===== config.mk =====
export PLATFORM = sky130hd
export DESIGN_NAME = dual_poly_misr
export DESIGN_NICKNAME = d
export VERILOG_FILES = /design/src/rtl/misr_pkg.sv /design/src/rtl/misr_poly_sel.sv /design/src/rtl/misr_core.sv /design/src/rtl/misr_sig_check.sv /design/src/rtl/dual_poly_misr.sv
export SDC_FILE = /design/constraint.sdc
export NUM_CORES = 1
export LEC_CHECK = 0
export ABC_AREA = 1
export CAP_MARGIN = 20
export CORE_MARGIN = 5
export CORE_UTILIZATION = 45
export CTS_CLUSTER_SIZE = 25
export DETAILED_ROUTE_END_ITERATION = 6
export DONT_BUFFER_PORTS = 1
export PLACE_DENSITY_LB_ADDON = 0.05
export SYNTH_ARGS = -nofsm -noshare
export SYNTH_HDL_FRONTEND = slang
export SYNTH_HIERARCHICAL = 1
export SYNTH_SLANG_ARGS = --single-unit

===== constraint.sdc =====
create_clock -name clk_i -period 1.6 [get_ports clk_i]
set_input_delay 0.32 -clock clk_i [delete_from_list [all_inputs] [get_ports clk_i]]
set_output_delay 0.32 -clock clk_i [all_outputs]
set_load 0.1 [all_outputs]

===== src/rtl/misr_pkg.sv =====
package misr_pkg;
  typedef enum logic {
    EPOCH_A = 1'b0,
    EPOCH_B = 1'b1
  } epoch_e;
endpackage


===== src/rtl/misr_poly_sel.sv =====
module misr_poly_sel
  import misr_pkg::*;
#(
  parameter int unsigned WIDTH = 5,
  parameter logic [WIDTH-1:0] POLY_A = 5'b01011,
  parameter logic [WIDTH-1:0] POLY_B = 5'b00101
) (
  input  logic             clk_i,
  input  logic             rst_ni,
  input  logic             clear_i,
  input  logic             poly_sel_i,
  output epoch_e           epoch_o,
  output logic [WIDTH-1:0] taps_o
);
  epoch_e epoch_q;

  always_ff @(posedge clk_i or negedge rst_ni) begin
    if (!rst_ni)      epoch_q <= EPOCH_A;
    else if (clear_i) epoch_q <= epoch_e'(poly_sel_i);
  end

  // 2:1 feedback mux
  assign taps_o  = (epoch_q == EPOCH_B) ? POLY_B : POLY_A;
  assign epoch_o = epoch_q;

  p_sel_hold_r5: assert property (@(posedge clk_i) disable iff (!rst_ni)
    !clear_i |=> $stable(epoch_q));
  p_sel_load_r5: assert property (@(posedge clk_i) disable iff (!rst_ni)
    clear_i |=> (epoch_q == epoch_e'($past(poly_sel_i))));
endmodule


===== src/rtl/misr_core.sv =====
module misr_core #(
  parameter int unsigned WIDTH = 5
) (
  input  logic             clk_i,
  input  logic             rst_ni,
  input  logic             clear_i,
  input  logic             valid_i,
  input  logic [WIDTH-1:0] resp_i,
  input  logic [WIDTH-1:0] taps_i,
  output logic [WIDTH-1:0] sig_o
);
  localparam int unsigned TOP = WIDTH - 1;

  logic [WIDTH-1:0] sig_q, sig_d;
  logic             fb;

  assign fb = sig_q[TOP];

  for (genvar i = 0; i < WIDTH; i++) begin : g_stage
    if (i == 0) begin : g_first
      assign sig_d[i] = (taps_i[i] & fb) ^ resp_i[i];
    end else begin : g_rest
      assign sig_d[i] = sig_q[i-1] ^ (taps_i[i] & fb) ^ resp_i[i];
    end
  end

  always_ff @(posedge clk_i or negedge rst_ni) begin
    if (!rst_ni)      sig_q <= '0;
    else if (clear_i) sig_q <= '0;
    else if (valid_i) sig_q <= sig_d;
  end

  assign sig_o = sig_q;

  p_clear_zero_r2: assert property (@(posedge clk_i) disable iff (!rst_ni)
    clear_i |=> (sig_q == '0));
  p_idle_hold_r4: assert property (@(posedge clk_i) disable iff (!rst_ni)
    (!clear_i && !valid_i) |=> $stable(sig_q));
  p_zero_stays_r3: assert property (@(posedge clk_i) disable iff (!rst_ni)
    (!clear_i && valid_i && sig_q == '0 && resp_i == '0) |=> (sig_q == '0));
  p_single_bit_r3: assert property (@(posedge clk_i) disable iff (!rst_ni)
    (!clear_i && valid_i && sig_q == '0) |=> (sig_q == $past(resp_i)));
endmodule


===== src/rtl/misr_sig_check.sv =====
module misr_sig_check
  import misr_pkg::*;
#(
  parameter int unsigned WIDTH = 5
) (
  input  logic             clk_i,
  input  logic             rst_ni,
  input  logic             done_i,
  input  epoch_e           epoch_i,
  input  logic [WIDTH-1:0] sig_i,
  input  logic [WIDTH-1:0] golden_a_i,
  input  logic [WIDTH-1:0] golden_b_i,
  output logic             pass_a_o,
  output logic             pass_b_o,
  output logic             pass_o
);
  logic pass_a_q, pass_b_q;
  logic [WIDTH-1:0] golden;

  assign golden = (epoch_i == EPOCH_B) ? golden_b_i : golden_a_i;

  always_ff @(posedge clk_i or negedge rst_ni) begin
    if (!rst_ni) begin
      pass_a_q <= 1'b0;
      pass_b_q <= 1'b0;
    end else if (done_i) begin
      if (epoch_i == EPOCH_A) pass_a_q <= (sig_i == golden);
      else                    pass_b_q <= (sig_i == golden);
    end
  end

  assign pass_a_o = pass_a_q;
  assign pass_b_o = pass_b_q;
  assign pass_o   = pass_a_q & pass_b_q;

  p_other_hold_r8: assert property (@(posedge clk_i) disable iff (!rst_ni)
    (done_i && epoch_i == EPOCH_A) |=> $stable(pass_b_q));
  p_other_hold_b_r8: assert property (@(posedge clk_i) disable iff (!rst_ni)
    (done_i && epoch_i == EPOCH_B) |=> $stable(pass_a_q));
  p_no_done_hold_r8: assert property (@(posedge clk_i) disable iff (!rst_ni)
    !done_i |=> ($stable(pass_a_q) && $stable(pass_b_q)));
  p_overall_r9: assert property (@(posedge clk_i) disable iff (!rst_ni)
    pass_o |-> (pass_a_o && pass_b_o));
endmodule


===== src/rtl/dual_poly_misr.sv =====
module dual_poly_misr
  import misr_pkg::*;
#(
  parameter int unsigned WIDTH = 5,
  parameter logic [WIDTH-1:0] POLY_A = 5'b01011,
  parameter logic [WIDTH-1:0] POLY_B = 5'b00101
) (
  input  logic             clk_i,
  input  logic             rst_ni,
  input  logic             clear_i,
  input  logic             valid_i,
  input  logic [WIDTH-1:0] resp_i,
  input  logic             poly_sel_i,
  input  logic             done_i,
  input  logic [WIDTH-1:0] golden_a_i,
  input  logic [WIDTH-1:0] golden_b_i,
  output logic [WIDTH-1:0] sig_o,
  output logic             pass_a_o,
  output logic             pass_b_o,
  output logic             pass_o
);
  epoch_e           epoch;
  logic [WIDTH-1:0] taps;

  misr_poly_sel #(.WIDTH(WIDTH), .POLY_A(POLY_A), .POLY_B(POLY_B)) u_sel (
    .clk_i, .rst_ni, .clear_i, .poly_sel_i,
    .epoch_o(epoch), .taps_o(taps)
  );

  misr_core #(.WIDTH(WIDTH)) u_core (
    .clk_i, .rst_ni, .clear_i, .valid_i, .resp_i,
    .taps_i(taps), .sig_o
  );

  misr_sig_check #(.WIDTH(WIDTH)) u_chk (
    .clk_i, .rst_ni, .done_i,
    .epoch_i(epoch), .sig_i(sig_o),
    .golden_a_i, .golden_b_i,
    .pass_a_o, .pass_b_o, .pass_o
  );

  p_reset_state_r1: assert property (@(posedge clk_i)
    !rst_ni |=> (sig_o == '0 || $past(rst_ni)));
  p_done_pre_update_r10: assert property (@(posedge clk_i) disable iff (!rst_ni)
    (done_i && !clear_i && epoch == EPOCH_A && sig_o == golden_a_i) |=> pass_a_o);
endmodule


==> qor.yml <==
place:
  pre_cts_ws_ps: 312
  io_buffers: 0
  dp_hpwl_um: 1370
  dp.cells: 153
  place_congestion: 0.765
grt:
  antenna_found_initial: 0
  grt_pass1_vias: 758
  grt_use_total: 0.147
  grt_pass1_wl_um: 2950
  grt_max_degree: 13
  gr-total-overflow: 0
sta:
  rsz0062_at_grt: "no"
  slew_viol_final: 0
  min_period_ps: 1390
  fmaxAchievable_mhz: 720
  fin_crit_sh: 0.868
  setup_ws_ps: 211
  fin_worst_skew_ps: 5.66
  finalHoldViolCount: 0
  fin_tns_setup_ps: 0
  setup_viol: 0
pwr:
  power_density_nw_per_um2: 824
  max-vdd-ir-drop_uv: 411
  leakage_nw: 0.520
routing:
  wire_per_inst_um: 10.6
  detail_route.vias_per_cell: 4.72
  drt_iter0_drc: 7
  ant_nets: 0
  first_pass_iters: 4
  route.detailed.drc: 0
  routed_wl_um: 1670
  vias: 745
cts:
  post_cts.repair.setup_buffers: 0
  cts_buffer_depth: 2
  clk_pin_slew_ps: 60
  clockRootBuffer: "clkbuf_4"
  cts.htree.levels: 1
  cts.sinks: 8
  clk_latency_ps: 270
  cts_buffers: 3
  cts_tree: "built"
layout:
  final_common_cell: "nand2_1"
  n_antenna_cell: 0
  fin_util: 0.551
  area_delta_synth_final_pct: 14.3
  multi_input_comb_area_um2: 397
  final_cell_count_no_fill: 158
  nFillCells: 167
  drive_above_1_share: 0.148
  layout_common_cells: "68 x nand2_1, 23 x inv_1, 12 x nand3_1"
  fin_nets: 164
  register_area_um2: 203
worst_setup_path:
  cp-end-kind: "output port"
  cp_top_family: "flip-flops"
  critical_path_required_ps: 1280
  critPathLaunchType: "register"
  crit_slowest_cell: "dfrtp_1"
  critPathMaxStageDelay_ps: 460
  arrival_ps: 1070
  cp_num_buf_inv: 1
  crit_path_max_fanout: 6
  criticalPathCategory: "register to output port"
  path_cells: "buf_4"
synthesis:
  syn_area_um2: 743
  syn_inst: 134
  syn_avg_cell_area_um2: 5.55
  synth_fp_nets: 155
  synth-seq-cells: 8
  synth_top_area_cell: "nand2_1"
  yosys.area.top_type_share: 0.343
  ys_seq_area_frac: 0.269
  synth_area_leaders: "nand2_1 34%, dfrtp_1 27%, inv_1 12%"
  yosys_warnings: 6
  ys_types: 17
floorplanning:
  die_h_um: 50.6
  die-area_um2: 2560
  ios: 29
  start_util: 0.482
  rows: 14
  core_area_um2: 1540
  die_x_um: 50.6
run:
  cap_violations: 0
min_path:
  hp-class: "input port to register"
run_status:
  status: "completed"
## area by class of cell
| class | instances | area share |
|---|---|---|
| multi-input combinational | 93 | 0.467 |
| sequential | 8 | 0.239 |
| inverter | 28 | 0.128 |
| timing repair buffer | 9 | 0.112 |
| clock buffer | 4 | 0.0309 |
| tap | 16 | 0.0236 |
## synth_stat cells
cell type   n
buf_4       4
buf_6       1
clkinv_1    3
conb_1      2
dfrtp_1     8
inv_1      24
inv_2       1
nand2_1    68
nand2_2     3
nand3_1    12
nand3b_1    1
nor2_1      1
nor2_2      2
nor2_4      1
o21ai_1     1
or2_1       1
xor2_1      1
## per-stage QoR
stage          cell area, um^2  hold slack, ps  power, mW
2_1_floorplan              749            24.4      0.476
3_3_place_gp               813            24.7      0.512
3_5_place_dp               813            24.6      0.517
4_1_cts                    850             166      0.707
5_1_grt                    850             175      0.747
6_report                   850             174      0.700
## metal layers
layer	global-route usage	part of all wire
met5	0	0
met4	0.0511	0.016
met3	0.0680	0.088
met2	0.258	0.48
met1	0.150	0.41
## cell families after synthesis
logic type | Yosys count | share of synthesized area
AO/OA/AOI/OAI | 1 | 0.00673
AND/OR/NAND/NOR | 89 | 0.505
buffers and inverters | 33 | 0.197
other | 2 | 0.0101
XOR/XNOR | 1 | 0.0118
flip-flops | 8 | 0.269
## what timing repair did
| action | in CTS | in global routing |
|---|---|---|
| hold buffers | 1 | 0 |
| gates resized for setup | 0 | 0 |
| endpoints found under the hold margin | 8 | 0 |
## power breakdown
part | switching [mW] | total (mW) | internal, mW
Combinational | 0.198 | 0.275 | 0.0762
Clock | 0.0844 | 0.181 | 0.0964
Sequential | 0.0258 | 0.244 | 0.218
Total | 0.309 | 0.700 | 0.391
## state kept, by name (all words and copies together) (netlist names)
signal          cells
u_core/sig_o        5
u_sel/epoch_o       1
u_chk/pass_a_o      1
u_chk/pass_b_o      1
## path summary, 6_finish.rpt
| kind | start | to | slack (ps) | depth (start not counted) |
|---|---|---|---|---|
| setup / recovery | u_core/sig_o[2] | sig_o[2] | 210 | 1 |
| hold / removal | poly_sel_i | u_sel/epoch_o | 170 | 2 |
| setup reg to reg | u_sel/epoch_o | u_chk/pass_b_o | 300 | 9 |
| hold reg to reg | u_core/sig_o[1] | u_core/sig_o[1] | 590 | 2 |
| max in group asynchronous | rst_ni | u_chk/pass_a_o | 900 | 1 |
| min in group asynchronous | rst_ni | u_chk/pass_b_o | 400 | 1 |
No activity file was read; power rests on OpenSTA's default activity.
